### config.mk
export PLATFORM = sky130hd
export DESIGN_NAME = ask_ir_core
export DESIGN_NICKNAME = d
export VERILOG_FILES = /design/src/rtl/ask_ir_pkg.sv /design/src/rtl/ask_rx_sync.sv /design/src/rtl/ask_win_bounds.sv /design/src/rtl/ask_period_meter.sv /design/src/rtl/ask_carrier_gen.sv /design/src/rtl/ask_ir_core.sv
export SDC_FILE = /design/constraint.sdc
export NUM_CORES = 1
export LEC_CHECK = 0
export BUFFER_PORTS_ARGS = -buffer_cell sky130_fd_sc_hd__buf_2
export CAP_MARGIN = 20
export CORE_MARGIN = 2
export CORE_UTILIZATION = 61
export DETAILED_ROUTE_END_ITERATION = 10
export PLACE_DENSITY = 0.77
export REMOVE_ABC_BUFFERS = 1
export SLEW_MARGIN = 0
export SYNTH_ARGS = -nofsm -noshare
export SYNTH_HDL_FRONTEND = slang
export SYNTH_SLANG_ARGS = --single-unit
### constraint.sdc
create_clock -name clk -period 5.2 [get_ports clk]
set_clock_uncertainty 0.1 [all_clocks]
set_input_delay 0.52 -clock clk [delete_from_list [all_inputs] [get_ports clk]]
set_output_delay 0.52 -clock clk [all_outputs]
set_load 0.01 [all_outputs]
### src/rtl/ask_ir_pkg.sv
package ask_ir_pkg;

    localparam int MD_W_DEF   = 8;
    localparam int RATS_W_DEF = 4;

    // Progress toward a detected carrier
    typedef enum logic [1:0] {
        STREAK_NONE = 2'd0,
        STREAK_ONE  = 2'd1,
        STREAK_FULL = 2'd2
    } streak_e;

    // Transition strobes from the receive synchroniser
    typedef struct packed {
        logic rise;
        logic fall;
    } edge_pair_t;

    function automatic int hi_bound_max(input int md_w, input int rats_w);
        return 2 * ((1 << md_w) - 1) + 3 + 6 * (1 << rats_w);
    endfunction

    // Span counter width: room for the largest bound plus saturation headroom
    function automatic int span_width(input int md_w, input int rats_w);
        return $clog2(hi_bound_max(md_w, rats_w) + 2);
    endfunction

endpackage

### src/rtl/ask_rx_sync.sv
module ask_rx_sync
    import ask_ir_pkg::*;
#(
    parameter int SYNC_STAGES = 2
) (
    input  logic       clk,
    input  logic       rst,
    input  logic       rx_raw,
    output edge_pair_t edges
);

    logic [SYNC_STAGES-1:0] stage_q;
    logic                   seen_q;

    generate
        if (SYNC_STAGES == 1) begin : g_single
            always_ff @(posedge clk) begin
                if (rst) stage_q <= '0;
                else     stage_q <= SYNC_STAGES'(rx_raw);
            end
        end else begin : g_chain
            always_ff @(posedge clk) begin
                if (rst) stage_q <= '0;
                else     stage_q <= {stage_q[SYNC_STAGES-2:0], rx_raw};
            end
        end
    endgenerate

    always_ff @(posedge clk) begin
        if (rst) seen_q <= 1'b0;
        else     seen_q <= stage_q[SYNC_STAGES-1];
    end

    assign edges.rise = stage_q[SYNC_STAGES-1] & ~seen_q;
    assign edges.fall = ~stage_q[SYNC_STAGES-1] & seen_q;

endmodule

### src/rtl/ask_win_bounds.sv
module ask_win_bounds #(
    parameter int MD_W   = 8,
    parameter int RATS_W = 4,
    parameter int CNT_W  = 10
) (
    input  logic [MD_W-1:0]   md_div,
    input  logic [RATS_W-1:0] rats_win,
    input  logic              enpos,
    output logic [CNT_W-1:0]  lo_bound,
    output logic [CNT_W-1:0]  hi_bound
);

    logic [CNT_W-1:0] base_w;
    logic [CNT_W-1:0] rats_x;
    logic [CNT_W-1:0] lo_full;
    logic [CNT_W-1:0] hi_full;

    always_comb begin
        rats_x  = CNT_W'(rats_win);
        base_w  = (CNT_W'(md_div) << 1) + CNT_W'(3);
        lo_full = base_w + rats_x;
        hi_full = base_w + (rats_x + CNT_W'(1)) * CNT_W'(6);
        if (enpos) begin
            lo_bound = lo_full;
            hi_bound = hi_full;
        end else begin
            // both transitions timed: each interval is half a period
            lo_bound = lo_full >> 1;
            hi_bound = hi_full >> 1;
        end
    end

endmodule

### src/rtl/ask_period_meter.sv
module ask_period_meter
    import ask_ir_pkg::*;
#(
    parameter int CNT_W = 10
) (
    input  logic             clk,
    input  logic             rst,
    input  logic             timed_edge,
    input  logic [CNT_W-1:0] lo_bound,
    input  logic [CNT_W-1:0] hi_bound,
    output logic [CNT_W-1:0] span,
    output logic             win_hit,
    output logic             carrier_det
);

    localparam logic [CNT_W-1:0] SPAN_SAT = '1;

    logic [CNT_W-1:0] span_q;
    streak_e          streak_q;
    logic             det_q;
    logic             expired;

    assign win_hit = (span_q >= lo_bound) && (span_q <= hi_bound);
    assign expired = span_q > hi_bound;

    always_ff @(posedge clk) begin
        if (rst) begin
            // saturated span makes the first transition a reference only
            span_q   <= SPAN_SAT;
            streak_q <= STREAK_NONE;
            det_q    <= 1'b0;
        end else begin
            if (timed_edge)              span_q <= CNT_W'(1);
            else if (span_q != SPAN_SAT) span_q <= span_q + CNT_W'(1);

            if (timed_edge) begin
                if (win_hit) begin
                    streak_q <= (streak_q == STREAK_NONE) ? STREAK_ONE : STREAK_FULL;
                    det_q    <= (streak_q != STREAK_NONE);
                end else begin
                    streak_q <= STREAK_NONE;
                    det_q    <= 1'b0;
                end
            end else if (expired) begin
                streak_q <= STREAK_NONE;
                det_q    <= 1'b0;
            end
        end
    end

    assign span        = span_q;
    assign carrier_det = det_q;

endmodule

### src/rtl/ask_carrier_gen.sv
module ask_carrier_gen #(
    parameter int MD_W = 8
) (
    input  logic            clk,
    input  logic            rst,
    input  logic            tx_data,
    input  logic [MD_W-1:0] md_div,
    output logic            led_out
);

    localparam int PH_W = MD_W + 2;

    logic [PH_W-1:0] half_len;
    logic [PH_W-1:0] period_len;
    logic [PH_W-1:0] high_len;
    logic [PH_W-1:0] ph_q;
    logic            tx_q;

    always_comb begin
        half_len   = PH_W'(md_div) + PH_W'(2);
        period_len = half_len << 1;
        high_len   = {half_len[PH_W-1:1], 1'b0};
    end

    always_ff @(posedge clk) begin
        if (rst) begin
            tx_q <= 1'b0;
            ph_q <= '0;
        end else begin
            tx_q <= tx_data;
            if (!tx_q)                                ph_q <= '0;
            else if (ph_q >= period_len - PH_W'(1))   ph_q <= '0;
            else                                      ph_q <= ph_q + PH_W'(1);
        end
    end

    assign led_out = tx_q && (ph_q < high_len);

endmodule

### src/rtl/ask_ir_core.sv
module ask_ir_core
    import ask_ir_pkg::*;
#(
    parameter int MD_W        = MD_W_DEF,
    parameter int RATS_W      = RATS_W_DEF,
    parameter int SYNC_STAGES = 2
) (
    input  logic              clk,
    input  logic              rst,
    input  logic              tx_data,
    input  logic              rx_pulse,
    input  logic [MD_W-1:0]   md_div,
    input  logic [RATS_W-1:0] rats_win,
    input  logic              enpos,
    output logic              led_out,
    output logic              carrier_det
);

    localparam int CNT_W = span_width(MD_W, RATS_W);

    edge_pair_t       rx_edges;
    logic             timed_edge;
    logic [CNT_W-1:0] lo_bound;
    logic [CNT_W-1:0] hi_bound;
    logic [CNT_W-1:0] span;
    logic             win_hit;

    ask_carrier_gen #(.MD_W(MD_W)) u_carrier (
        .clk     (clk),
        .rst     (rst),
        .tx_data (tx_data),
        .md_div  (md_div),
        .led_out (led_out)
    );

    ask_rx_sync #(.SYNC_STAGES(SYNC_STAGES)) u_sync (
        .clk    (clk),
        .rst    (rst),
        .rx_raw (rx_pulse),
        .edges  (rx_edges)
    );

    assign timed_edge = rx_edges.rise | (~enpos & rx_edges.fall);

    ask_win_bounds #(.MD_W(MD_W), .RATS_W(RATS_W), .CNT_W(CNT_W)) u_bounds (
        .md_div   (md_div),
        .rats_win (rats_win),
        .enpos    (enpos),
        .lo_bound (lo_bound),
        .hi_bound (hi_bound)
    );

    ask_period_meter #(.CNT_W(CNT_W)) u_meter (
        .clk         (clk),
        .rst         (rst),
        .timed_edge  (timed_edge),
        .lo_bound    (lo_bound),
        .hi_bound    (hi_bound),
        .span        (span),
        .win_hit     (win_hit),
        .carrier_det (carrier_det)
    );

endmodule

* Word level (Yosys, flattened, before mapping) *
Index checks and enable logic that the tools add are counted.

cells by class
  mux-type cells = 11
  reductions and logical operators = 8
  add/sub/neg operators = 8
  bitwise gates (word level) = 8
  multipliers = 1
  equal/unequal tests = 1
  $lt $le $gt $ge = 5

operators by type and width
  kind                                                number
  2-to-1 mux 10 bit                                   4
  adder 10 x 1 -> 10 bit, second input constant       2
  >= comparator 10 bit                                2
  adder 10 bit                                        1
  adder 10 x 4 -> 10 bit                              1
  adder 9 x 2 -> 10 bit, second input constant        1
  > comparator 10 bit                                 1
  less-or-equal comparator 10 bit                     1
  less-than comparator 10 bit                         1
  multiplier 10 x 2 -> 9 bit, second input constant   1
  inequality test 10 bit, second input constant       1
  subtractor 10 x 1 -> 10 bit, second input constant  1
  adder 8 x 2 -> 9 bit, second input constant         1
  2-to-1 mux 2 bit                                    4
  nonzero test 2 bit                                  3
  adder 4 x 1 -> 5 bit, second input constant         1
  NOT 1 bit                                           4
  AND 1 bit                                           3
  2-to-1 mux 1 bit                                    3
  OR reduction 3 bit                                  1
  logical AND 1 bit                                   2
  logical NOT 2 bit                                   1
  OR reduction 2 bit                                  1
  OR 1 bit                                            1

word-level totals
  input bits = 17
  register bits = 27
  output and inout port bits = 2

* Logic depth before layout (Yosys ltp) *
Gate-level depths: netlist of run 1.

  word-level depth = 8
  gate-level depth with buffers = 20

* By module *
A second synthesis of run 1 with hierarchy kept.

second synthesis, totals
  cells, all modules = 416
  area total of the unflattened synthesis = 3286.9 sq um

modules (own cells, without submodules)
  module            area each (sq um)  cells each  times used
  ask_win_bounds    1087.3             149         1
  ask_period_meter  1067.3             133         1
  ask_carrier_gen   1029.7             124         1
  ask_rx_sync       91.3               8           1
  ask_ir_core       11.3               2           1

* Least setup slack after synthesis of run 1 *
OpenSTA, ideal clock, no wires.

  path kind = input port to flip-flop
  start point = input rats_win[0]
  end point = register u_meter.det_q, in the netlist u_meter.carrier_det
  buffers on the path = 0
  data required time = 5.014 ns
  setup slack = 0.923 ns
  stages on the path = 18
  arrival = 4.091 ns
  cell sequence = inv_1 > ha_1 > inv_1 > ha_1 > a21o_1 > a21o_1 > xor2_1 > ha_1 > and3_1 > a221o_1 > o41ai_2 > xnor2_1 > a211oi_1 > ha_1 > a21o_1 > a211oi_1 > o211ai_1 > a211oi_1

between the ends
  cells in the longest elaborated chain, start to end = 8

RTL lines
  item                             line                    RTL
  from (decl)                      ask_ir_core.sv:13       input logic [RATS_W-1:0] rats_win,
  adder 4 x 1 -> 5 bit             ask_win_bounds.sv:22    hi_full = base_w + (rats_x + CNT_W'(1)) * CNT_W'(6);
  multiplier 10 x 2 -> 9 bit       ask_win_bounds.sv:22
  adder 10 bit                     ask_win_bounds.sv:22
  2-to-1 mux 10 bit                ask_win_bounds.sv:23    if (enpos) begin
  less-or-equal comparator 10 bit  ask_period_meter.sv:23  assign win_hit = (span_q >= lo_bound) && (span_q <= hi_bound);
  logical AND 1 bit                ask_period_meter.sv:23
  2-to-1 mux 1 bit                 ask_period_meter.sv:37  if (win_hit) begin
  2-to-1 mux 1 bit                 ask_period_meter.sv:36  if (timed_edge) begin
  to (signal assigned)             ask_period_meter.sv:39  det_q <= (streak_q != STREAK_NONE);
  to (decl)                        ask_period_meter.sv:20  logic det_q;

Parallel ways exist; a longest one is shown, timed or not.
A chain may end at the register's enable or synchronous reset.

* Worst setup path after layout of run 1 *
  start point = input rats_win[0]
  end point = register u_meter.streak_q[0]

between the ends
  cells in the longest elaborated chain, start to end = 8

RTL lines
  item                             line                    RTL
  adder 4 x 1 -> 5 bit             ask_win_bounds.sv:22
  multiplier 10 x 2 -> 9 bit       ask_win_bounds.sv:22
  adder 10 bit                     ask_win_bounds.sv:22
  2-to-1 mux 10 bit                ask_win_bounds.sv:23
  less-or-equal comparator 10 bit  ask_period_meter.sv:23
  logical AND 1 bit                ask_period_meter.sv:23
  2-to-1 mux 2 bit                 ask_period_meter.sv:37
  2-to-1 mux 2 bit                 ask_period_meter.sv:36
  to (signal assigned)             ask_period_meter.sv:38  streak_q <= (streak_q == STREAK_NONE) ? STREAK_ONE : STREAK_FULL;
  to (decl)                        ask_period_meter.sv:19  streak_e streak_q;

Parallel ways exist; a longest one is shown, timed or not.

==> results of run 1 <==
registers in the layout, summed over array words and instances, names as in the netlist:
name	count
u_meter.span	10
u_sync.seen_q	1
u_meter.streak_q	1
u_carrier.tx_q	1
u_carrier.ph_q	10
u_sync.stage_q	2
u_meter.carrier_det	1
final cells by class:
class	instances	area (um^2)
Multi-Input combinational cell	334	2650
Fill cell	451	1660
Sequential cell	26	520
Timing Repair Buffer	19	97.6
Tap cell	70	87.6
Inverter	16	60.1
Clock buffer	3	41.3
Clock inverter	1	30.0
layer usage:
layer  vias to the layer above  wire (um)  track usage [%]  share of wire, %
li1                       1442          -                -                 -
met1                      1320       3270             32.6                49
met2                        48       3170             40.5                47
met3                         4        227             2.79               3.4
met4                         0         50             3.57              0.74
met5                         -          0                0                 0
through the flow:
stage	util, %	area, um^2
floorplan	-	3230
global placement	66.4	3410
detailed placement	66.4	3410
CTS	67.8	3480
global route	67.8	3480
finish	67.8	3480
power by group:
part           switching (uW)  internal [uW]
Sequential               62.9            235
Combinational             340            300
Clock                    67.8            103
worst max-delay path by stage:
stage	depth (start not counted)	to
5_1_grt	19	u_meter.streak_q[0]
3_5_place_dp	19	u_meter.streak_q[0]
2_1_floorplan	18	u_meter.carrier_det
6_report	19	u_meter.streak_q[0]
3_3_place_gp	19	u_meter.carrier_det
4_1_cts	19	u_meter.streak_q[0]
worst max-delay path, cell delays in order:
cell and delay (ns):
buf_2 0.16, inv_1 0.11, ha_1 0.36, inv_1 0.06, ha_1 0.29, a21o_1 0.19, a21o_1 0.20, xor2_1 0.14
ha_1 0.35, and3_1 0.17, a221o_1 0.34, o41ai_2 0.24, xnor2_1 0.12, a211oi_1 0.26, ha_1 0.29, a21o_1 0.19
a211oi_1 0.22, o211ai_1 0.14, a211oi_1 0.23
cells by family (layout without fill, tap and decap cells):
kind of cell	count (synthesis)	count (layout)	synth area share, %
AO/OA/AOI/OAI	99	99	19.9
XOR/XNOR	50	50	14.4
adder cells (fa/ha/maj)	61	61	23.9
buffers and inverters	26	39	3.54
flip-flops	26	26	15.9
multiplexers	14	14	4.27
AND/OR/NAND/NOR	110	110	18.1
cell usage after synthesis, drive strengths merged (2+ instances only):
cell type	instances	area share, %
ha	58	22
xnor2	34	10
a21oi	27	4.1
dfxtp	26	16
nor2	25	2.9
nand3	22	3.7
inv	16	1.8
nand2	16	1.9
xor2	16	4.3
o21ai	15	2.4
mux2i	14	4.3
a21o	13	3.0
o21bai	11	2.5
a211oi	9	2.1
and3	9	1.7
nand4	9	2.2
nor3	8	1.4
buf	7	1.4
o211ai	7	1.6
nor2b	6	1.1
o21a	5	1.1
a31oi	3	0.57
and2	3	0.57
and4	3	0.84
clkbuf	3	0.34
fa	3	1.8
nand2b	2	0.38
or2	2	0.38
==> key figures, run 1 <==
Final layout
  • P&R area growth vs syn: 6.10%
  • Ant. Diodes: 0
  • Non-Filler Instances: 469
  • Most common cell after layout, fill and taps aside: ha_1
  • Ratio of cells with drive above 1 in the final layout: 9.52%
  • Layout net count: 478
  • Commonest cells after routing, fill and taps aside: ha_1 (58), xnor2_1 (31), a21oi_1 (27)

Min path
  • Hold Path End: u_sync.stage_q[0]
  • Worst Hold Class: input port to flop
  • Min-Delay Startpoint: rx_pulse
  • Hold depth: 2

Worst setup path
  • Worst Path Max Fanout: 7
  • Reg2Reg Depth: 6
  • Reg2Reg Capture Point: u_carrier.ph_q[4]
  • CP startpoint: rats_win[0]
  • WP data required: 5.30 ns
  • Worst reg2reg path startpoint: u_carrier.ph_q[1]
  • Critical path type: input port to flop
  • CP endpoint kind: flop
  • Slack of the worst reg-to-reg path: 3.16 ns
  • CP Launch Type: input port
  • Critical path arrival: 4.59 ns

Clock network
  • CTS Hold Buffers Added: 0
  • TritonCTS buffer count: 3
  • CTS resizes: 0
  • Post-CTS Setup Bufs: 0
  • H-tree depth: 1
  • Clock sinks: 26
  • Clock-pin slew on the worst setup and hold paths: 0.09 ns
  • TritonCTS clock tree: built
  • Clock Path Buffers: 2
  • Clock Latency Late Sink: 0.28 ns
  • CTS root buf: clkbuf_8

Synthesis
  • Post-synth EDFFs: 0
  • Seq/Total Area, Yosys: 15.9%
  • Yosys cell types: 54
  • Post-synthesis async set-or-reset flop share: 0%
  • Mapped Area: 3280 um^2
  • Primary FF master, synth: dfxtp_1
  • Mapped Cells: 386
  • Ys Warns: 0
  • Yosys reg bits: 26
  • Syn avg cell area: 8.51 um^2

Power and ir drop
  • Pwr per Cell Area: 318 nW/um^2
  • Final Power: 1110 uW
  • Leak: 0.00159 uW
  • Maximum vdd drop: 0.179 mV

Timing
  • RSZ-0062 raised after global routing: false
  • Peak Freq: 0.223 GHz
  • Final period utilization: 86.3%
  • Min Tclk post-route: 4.49 ns
  • Hold Violations, Final: 0
  • Worst slew pin tran: 0.810 ns
  • Endpoints failing setup: 0
  • Final Max Tran Viols: 0
  • Setup ws final: 0.713 ns
  • Hold_ws: 0.343 ns
  • Setup TNS Final: 0 ns
  • Relative slew margins: 45.8%

Detailed routing
  • Initial drt markers: 91
  • Avg WL per Cell: 14.3 um
  • Final wirelength: 6.72 mm
  • Final routed DRC violation total: 0
  • Pre-antenna DRT Iters: 4
  • Vias per cell: 6.00
  • Remaining antenna violation count after routing: 0
  • Vias: 2814

Placement
  • Post-Place Cells: 465
  • Routability cong.: 0.829
  • Post-DP HPWL: 5.47 mm
  • PortBufs: 18
  • Setup WS pre-CTS: 0.400 ns

GRT
  • First-pass GRT wire length: 11.9 mm
  • Largest net degree at the start of global routing: 19
  • Gr ovfl total: 0
  • Initial antenna violation count: 0
  • Vias in the first global route: 2561
  • Total GRT Usage: 23.7%

Die
  • Overall die area: 5990 um^2
  • Initial Utilization: 63.9%
  • Core region area: 5140 um^2
  • Rows: 26
  • Ports: 19
  • Die width: 77.4 um
  • Die Y: 77.4 um

Status
  • Status: finished clean

Run
  • Max cap viols: 0
Note: power is estimated with default switching activity, not from simulation.
==> run 2: changes to the inputs <==
Settings changed: CORE_MARGIN 2 to default.
==> run 2 against run 1 <==
Critical path depth unchanged. Sequential power barely moved. Wire length increased by 0.13%. Power grew 0.35%. Utilization unchanged. Die area is 5.1% lower. Combinational power rose by 0.6%. Via count is 1.1% lower. Non-clock buffer count unchanged. Design area unchanged. Critical path type unchanged. Critical endpoint is now u_meter.carrier_det. Highest routed layer unchanged.
==> key figures, run 2 (same netlist as run 1, synthesis figures left out) <==
Clock network
  • Clock Latency Late Sink: 0.27 ns (was 0.28 ns)
  • Clock-pin slew on the worst setup and hold paths: 0.10 ns (was 0.09 ns)
  • CTS Hold Buffers Added: 0 (unchanged)
  • H-tree depth: 1 (unchanged)
  • TritonCTS clock tree: built (unchanged)
  • CTS resizes: 0 (unchanged)
  • Clock sinks: 26 (unchanged)
  • Clock Path Buffers: 2 (unchanged)
  • TritonCTS buffer count: 3 (unchanged)
  • Post-CTS Setup Bufs: 0 (unchanged)
  • CTS root buf: clkbuf_8 (unchanged)

Timing
  • Final Max Tran Viols: 0 (unchanged)
  • Final period utilization: 85.9% (was 86.3%)
  • Peak Freq: 0.224 GHz (was 0.223 GHz)
  • Hold Violations, Final: 0 (unchanged)
  • Relative slew margins: 43.3% (was 45.8%)
  • RSZ-0062 raised after global routing: false (unchanged)
  • Min Tclk post-route: 4.47 ns (was 4.49 ns)
  • Worst slew pin tran: 0.850 ns (was 0.810 ns)
  • Setup TNS Final: 0 ns (unchanged)
  • Endpoints failing setup: 0 (unchanged)

Final layout
  • P&R area growth vs syn: 6.10% (unchanged)
  • Layout net count: 478 (unchanged)
  • Post-layout util: 67.8% (unchanged)
  • Fin area: 3480 um^2 (unchanged)
  • Non-Filler Instances: 469 (unchanged)
  • Ant. Diodes: 0 (unchanged)
  • Commonest cells after routing, fill and taps aside: ha_1 (58), xnor2_1 (31), a21oi_1 (27) (unchanged)
  • Most common cell after layout, fill and taps aside: ha_1 (unchanged)
  • Ratio of cells with drive above 1 in the final layout: 9.52% (unchanged)

Worst setup path
  • WP data required: 5.30 ns (about the same)
  • CP Launch Type: input port (unchanged)
  • CP endpoint kind: flop (unchanged)
  • Critical path's top delay family: compound AO/OA/AOI/OAI gates (unchanged)
  • Worst Path Buf+Inv: 3 (unchanged)
  • Cell repeated most along the worst path: ha_1 (unchanged)
  • CP max-delay cell: ha_1 (unchanged)
  • CP peak stage delay: 0.36 ns (about the same)
  • Critical path arrival: 4.56 ns (was 4.59 ns)
  • Worst Path Max Fanout: 7 (unchanged)
  • Critical path type: input port to flop (unchanged)
  • Crit-path cells: buf_2, inv_1, ha_1, inv_1, ha_1, a21o_1, a21o_1, xor2_1, ha_1, and3_1, a221o_1, o41ai_2, xnor2_1, a211oi_1, ha_1, a21o_1, a211oi_1, o211ai_1, a211oi_1 (unchanged)

GRT
  • Vias in the first global route: 2480 (was 2561)
  • Gr ovfl total: 0 (unchanged)
  • Initial antenna violation count: 0 (unchanged)
  • First-pass GRT wire length: 11.2 mm (was 11.9 mm)
  • Largest net degree at the start of global routing: 19 (unchanged)
  • Total GRT Usage: 25.2% (was 23.7%)

Power and ir drop
  • Maximum vdd drop: 0.157 mV (was 0.179 mV)
  • Pwr per Cell Area: 319 nW/um^2 (was 318 nW/um^2)
  • Leak: 0.00159 uW (unchanged)

Detailed routing
  • Final routed DRC violation total: 0 (unchanged)
  • Vias: 2784 (was 2814)
  • Pre-antenna DRT Iters: 4 (unchanged)
  • Avg WL per Cell: 14.3 um (about the same)
  • Remaining antenna violation count after routing: 0 (unchanged)
  • Initial drt markers: 79 (was 91)
  • Vias per cell: 5.94 (was 6.00)
  • Final wirelength: 6.73 mm (was 6.72 mm)

Placement
  • Post-DP HPWL: 5.55 mm (was 5.47 mm)
  • PortBufs: 18 (unchanged)
  • Routability cong.: 0.844 (was 0.829)
  • Placed Area: 3410 um^2 (unchanged)
  • Post-Place Cells: 465 (unchanged)

Die
  • Rows: 26 (unchanged)
  • Die width: 75.4 um (was 77.4 um)
  • Initial Utilization: 63.9% (unchanged)
  • Overall die area: 5680 um^2 (was 5990 um^2)
  • Die Y: 75.4 um (was 77.4 um)
  • Core region area: 5140 um^2 (unchanged)
  • Ports: 19 (unchanged)

Status
  • Status: finished clean (unchanged)

Min path
  • Worst Hold Class: input port to flop (unchanged)

Run
  • Max cap viols: 0 (unchanged)
==> run 2: cell counts in the layout (fill, tap and decap cells not counted) <==
Identical to the previous run, type by type.
==> run 2: final cells by class <==
class | instances | area, um^2
sequential | 26 | 520
multi-input combinational | 334 | 2650
clock inverter | 1 | 30.0
inverter | 16 | 60.1
timing repair buffer | 19 | 97.6
fill | 461 | 1660
clock buffer | 3 | 41.3
tap | 70 | 87.6
==> run 2: power breakdown <==
group	internal (uW)	switching (uW)
combinational	302	342
sequential	235	63.8
clock	103	67.0
==> run 2: routing by layer <==
metal	global-route usage, %	share of wire (%)
met1	34.7	49
met2	42.4	47
met3	2.65	2.1
met4	5.97	1.5
met5	0	0
==> run 2: worst reg2reg max path: stages, from the launching register on <==
cell and delay (ns):
dfxtp_1 0.39, ha_1 0.25, a21o_1 0.17, a21o_1 0.18
a211oi_1 0.23, o211ai_1 0.38, a21oi_1 0.28
==> run 2: worst paths after layout <==
| path | startpoint | endpoint | slack [ns] | depth (start not counted) |
|---|---|---|---|---|
| min | rx_pulse | u_sync.stage_q[0] | 0.35 | 2 |
| min reg2reg | u_sync.stage_q[0] | u_sync.stage_q[1] | 0.35 | 1 |
| max reg2reg | u_carrier.ph_q[1] | u_carrier.ph_q[8] | 3.15 | 6 |
| max | rats_win[0] | u_meter.carrier_det | 0.73 | 19 |
==> run 2: per-stage QoR <==
stage | power, uW | worst slack [ns] | hold WS [ns]
finish | 1110 | 0.735 | 0.349
global route | 1230 | 0.382 | 0.366
CTS | 1120 | 0.704 | 0.348
detailed placement | 944 | 0.436 | 0.333
global placement | 913 | 0.577 | 0.322
floorplan | 792 | 0.923 | 0.314
==> run 3: changes to the inputs <==
Settings changed: CORE_ASPECT_RATIO from default to 0.5, CORE_UTILIZATION 61 to 30, PLACE_DENSITY 0.77 to 0.42, SLEW_MARGIN 0 to default.
==> run 3 against run 2 <==
Die area grew 100%. Final cell count grew 15%. Hold slack lost 0.0027 ns. Combinational power grew 2%. Via count shrank 1.8%. Utilization shrank 33 points. Sequential share of layout area shrank 0.50 points. Clock power grew 38%. First-iteration DRC count grew 22%. Largest cell class unchanged.
==> key figures, run 3 (same netlist as run 1, synthesis figures left out) <==
Final layout
  • Most common cell after layout, fill and taps aside: ha_1 (unchanged)
  • Layout net count: 478 (unchanged)
  • Ant. Diodes: 0 (unchanged)
  • Commonest cells after routing, fill and taps aside: ha_1 (58), xnor2_1 (31), a21oi_1 (27) (unchanged)
  • P&R area growth vs syn: 9.79% (was 6.10%)
  • Ratio of cells with drive above 1 in the final layout: 9.52% (unchanged)
  • Fin area: 3600 um^2 (was 3480 um^2)

Power and ir drop
  • Flop pwr share: 25.2% (was 26.8%)
  • Psw: 499 uW (was 473 uW)
  • Pwr per Cell Area: 330 nW/um^2 (was 319 nW/um^2)
  • Leak: 0.00160 uW (was 0.00159 uW)
  • Sw Share: 42.0% (was 42.5%)
  • Final Power: 1190 uW (was 1110 uW)
  • Clock share of power: 19.7% (was 15.3%)
  • Logic pwr share: 55.1% (was 57.9%)
  • Maximum vdd drop: 0.139 mV (was 0.157 mV)
  • Pint: 690 uW (was 640 uW)

GRT
  • Gr ovfl total: 0 (unchanged)
  • Initial antenna violation count: 0 (unchanged)
  • Largest net degree at the start of global routing: 19 (unchanged)
  • Vias in the first global route: 2684 (was 2480)
  • First-pass GRT wire length: 13.1 mm (was 11.2 mm)
  • Total GRT Usage: 14.4% (was 25.2%)

Timing
  • Peak Freq: 0.218 GHz (was 0.224 GHz)
  • Min Tclk post-route: 4.59 ns (was 4.47 ns)
  • Setup TNS Final: 0 ns (unchanged)
  • Relative slew margins: 48.2% (was 43.3%)
  • Hold Violations, Final: 0 (unchanged)
  • Worst slew pin tran: 0.773 ns (was 0.850 ns)
  • Final period utilization: 88.2% (was 85.9%)
  • Endpoints failing setup: 0 (unchanged)
  • RSZ-0062 raised after global routing: false (unchanged)
  • Hold_ws: 0.347 ns (was 0.349 ns)
  • Final Max Tran Viols: 0 (unchanged)

Clock network
  • H-tree depth: 1 (unchanged)
  • TritonCTS clock tree: built (unchanged)
  • Post-CTS Setup Bufs: 0 (unchanged)
  • CTS Hold Buffers Added: 0 (unchanged)
  • CTS resizes: 0 (unchanged)
  • Clock sinks: 26 (unchanged)
  • Clock Path Buffers: 2 (unchanged)
  • Clock Latency Late Sink: 0.27 ns (about the same)
  • Clock-pin slew on the worst setup and hold paths: 0.07 ns (was 0.10 ns)
  • CTS root buf: clkbuf_16 (was clkbuf_8)
  • TritonCTS buffer count: 3 (unchanged)

Detailed routing
  • Avg WL per Cell: 14.6 um (was 14.3 um)
  • Vias per cell: 5.07 (was 5.94)
  • Pre-antenna DRT Iters: 4 (unchanged)
  • Initial drt markers: 96 (was 79)
  • Final wirelength: 7.89 mm (was 6.73 mm)
  • Remaining antenna violation count after routing: 0 (unchanged)
  • Final routed DRC violation total: 0 (unchanged)
  • Vias: 2734 (was 2784)

Worst setup path
  • Cell repeated most along the worst path: ha_1 (unchanged)
  • CP max-delay cell: ha_1 (unchanged)
  • Reg2Reg Depth: 6 (unchanged)
  • Critical path arrival: 4.67 ns (was 4.56 ns)
  • Critical path type: input port to flop (unchanged)
  • WP data required: 5.29 ns (was 5.30 ns)
  • Crit-path cells: buf_2, inv_1, ha_1, inv_1, ha_1, a21o_1, a21o_1, xor2_1, ha_1, and3_1, a221o_1, o41ai_2, xnor2_1, a211oi_1, ha_1, a21o_1, a211oi_1, o211ai_1, a211oi_1 (unchanged)
  • Reg2Reg Capture Point: u_carrier.ph_q[1] (was u_carrier.ph_q[8])
  • Critical path's top delay family: compound AO/OA/AOI/OAI gates (unchanged)
  • Worst Path Max Fanout: 7 (unchanged)
  • CP Launch Type: input port (unchanged)
  • Worst Path Buf+Inv: 3 (unchanged)
  • Worst reg2reg path startpoint: u_carrier.ph_q[1] (unchanged)
  • CP peak stage delay: 0.36 ns (about the same)
  • CP endpoint kind: flop (unchanged)
  • Slack of the worst reg-to-reg path: 3.16 ns (was 3.15 ns)

Min path
  • Worst Hold Class: flop to flop (was input port to flop)
  • Hold Path End: u_sync.stage_q[1] (was u_sync.stage_q[0])
  • Min-Delay Startpoint: u_sync.stage_q[0] (was rx_pulse)
  • Hold depth: 1 (was 2)

Placement
  • Post-DP HPWL: 6.46 mm (was 5.55 mm)
  • Placed Area: 3500 um^2 (was 3410 um^2)
  • PortBufs: 18 (unchanged)
  • Routability cong.: 0.799 (was 0.844)

Die
  • Ports: 19 (unchanged)
  • Initial Utilization: 31.5% (was 63.9%)
  • Die Y: 76.0 um (was 75.4 um)
  • Core region area: 10400 um^2 (was 5140 um^2)
  • Rows: 26 (unchanged)
  • Die width: 150 um (was 75.4 um)
  • Overall die area: 11400 um^2 (was 5680 um^2)

Status
  • Status: finished clean (unchanged)

Run
  • Max cap viols: 0 (unchanged)
-- run 3: cell count changes in the layout (fill, tap and decap cells not counted) --
| cell | change |
|---|---|
| clkbuf_16 | +3 |
| clkbuf_8 | -3 |
-- run 3: area by class of cell --
| cell class | count | area (um^2) |
|---|---|---|
| Clock inverter | 1 | 30.0 |
| Sequential cell | 26 | 520 |
| Multi-Input combinational cell | 334 | 2650 |
| Clock buffer | 3 | 75.1 |
| Inverter | 16 | 60.1 |
| Tap cell | 140 | 175 |
| Timing Repair Buffer | 19 | 97.6 |
| Fill cell | 1101 | 6810 |
-- run 3: power by group through the flow --
stage	combinational [uW]	sequential, uW	clock [uW]
after floorplan	515	277	0
after global placement	633	305	0
after detailed placement	657	306	0
after CTS	661	301	242
after global routing	747	307	247
final	656	300	234
-- run 3: per-layer routing --
metal / part of all wire (%) / up-vias / routed length [um] / global-route usage, %
li1: - / 1436 / - / -
met1: 51 / 1290 / 3990 / 18.7
met2: 48 / 6 / 3750 / 25.0
met3: 1.4 / 2 / 110 / 2.69
met4: 0.51 / 0 / 40 / 2.12
met5: 0 / - / 0 / 0
-- run 3: metrics by stage --
step	setup WS, ns	utilization, %	std cells
final	0.612	34.6	539
after global routing	0.406	34.6	539
after CTS	0.609	34.6	539
after detailed placement	0.345	33.6	535
after global placement	0.489	33.5	534
after floorplan	0.923	-	376
-- run 3: worst max-delay path by stage --
stage	start	endpoint	depth (start not counted)
2_1_floorplan	rats_win[0]	u_meter.carrier_det	18
3_3_place_gp	rats_win[0]	u_meter.carrier_det	19
3_5_place_dp	rats_win[0]	u_meter.carrier_det	19
4_1_cts	rats_win[0]	u_meter.carrier_det	19
5_1_grt	rats_win[0]	u_meter.streak_q[0]	19
6_report	rats_win[0]	u_meter.carrier_det	19
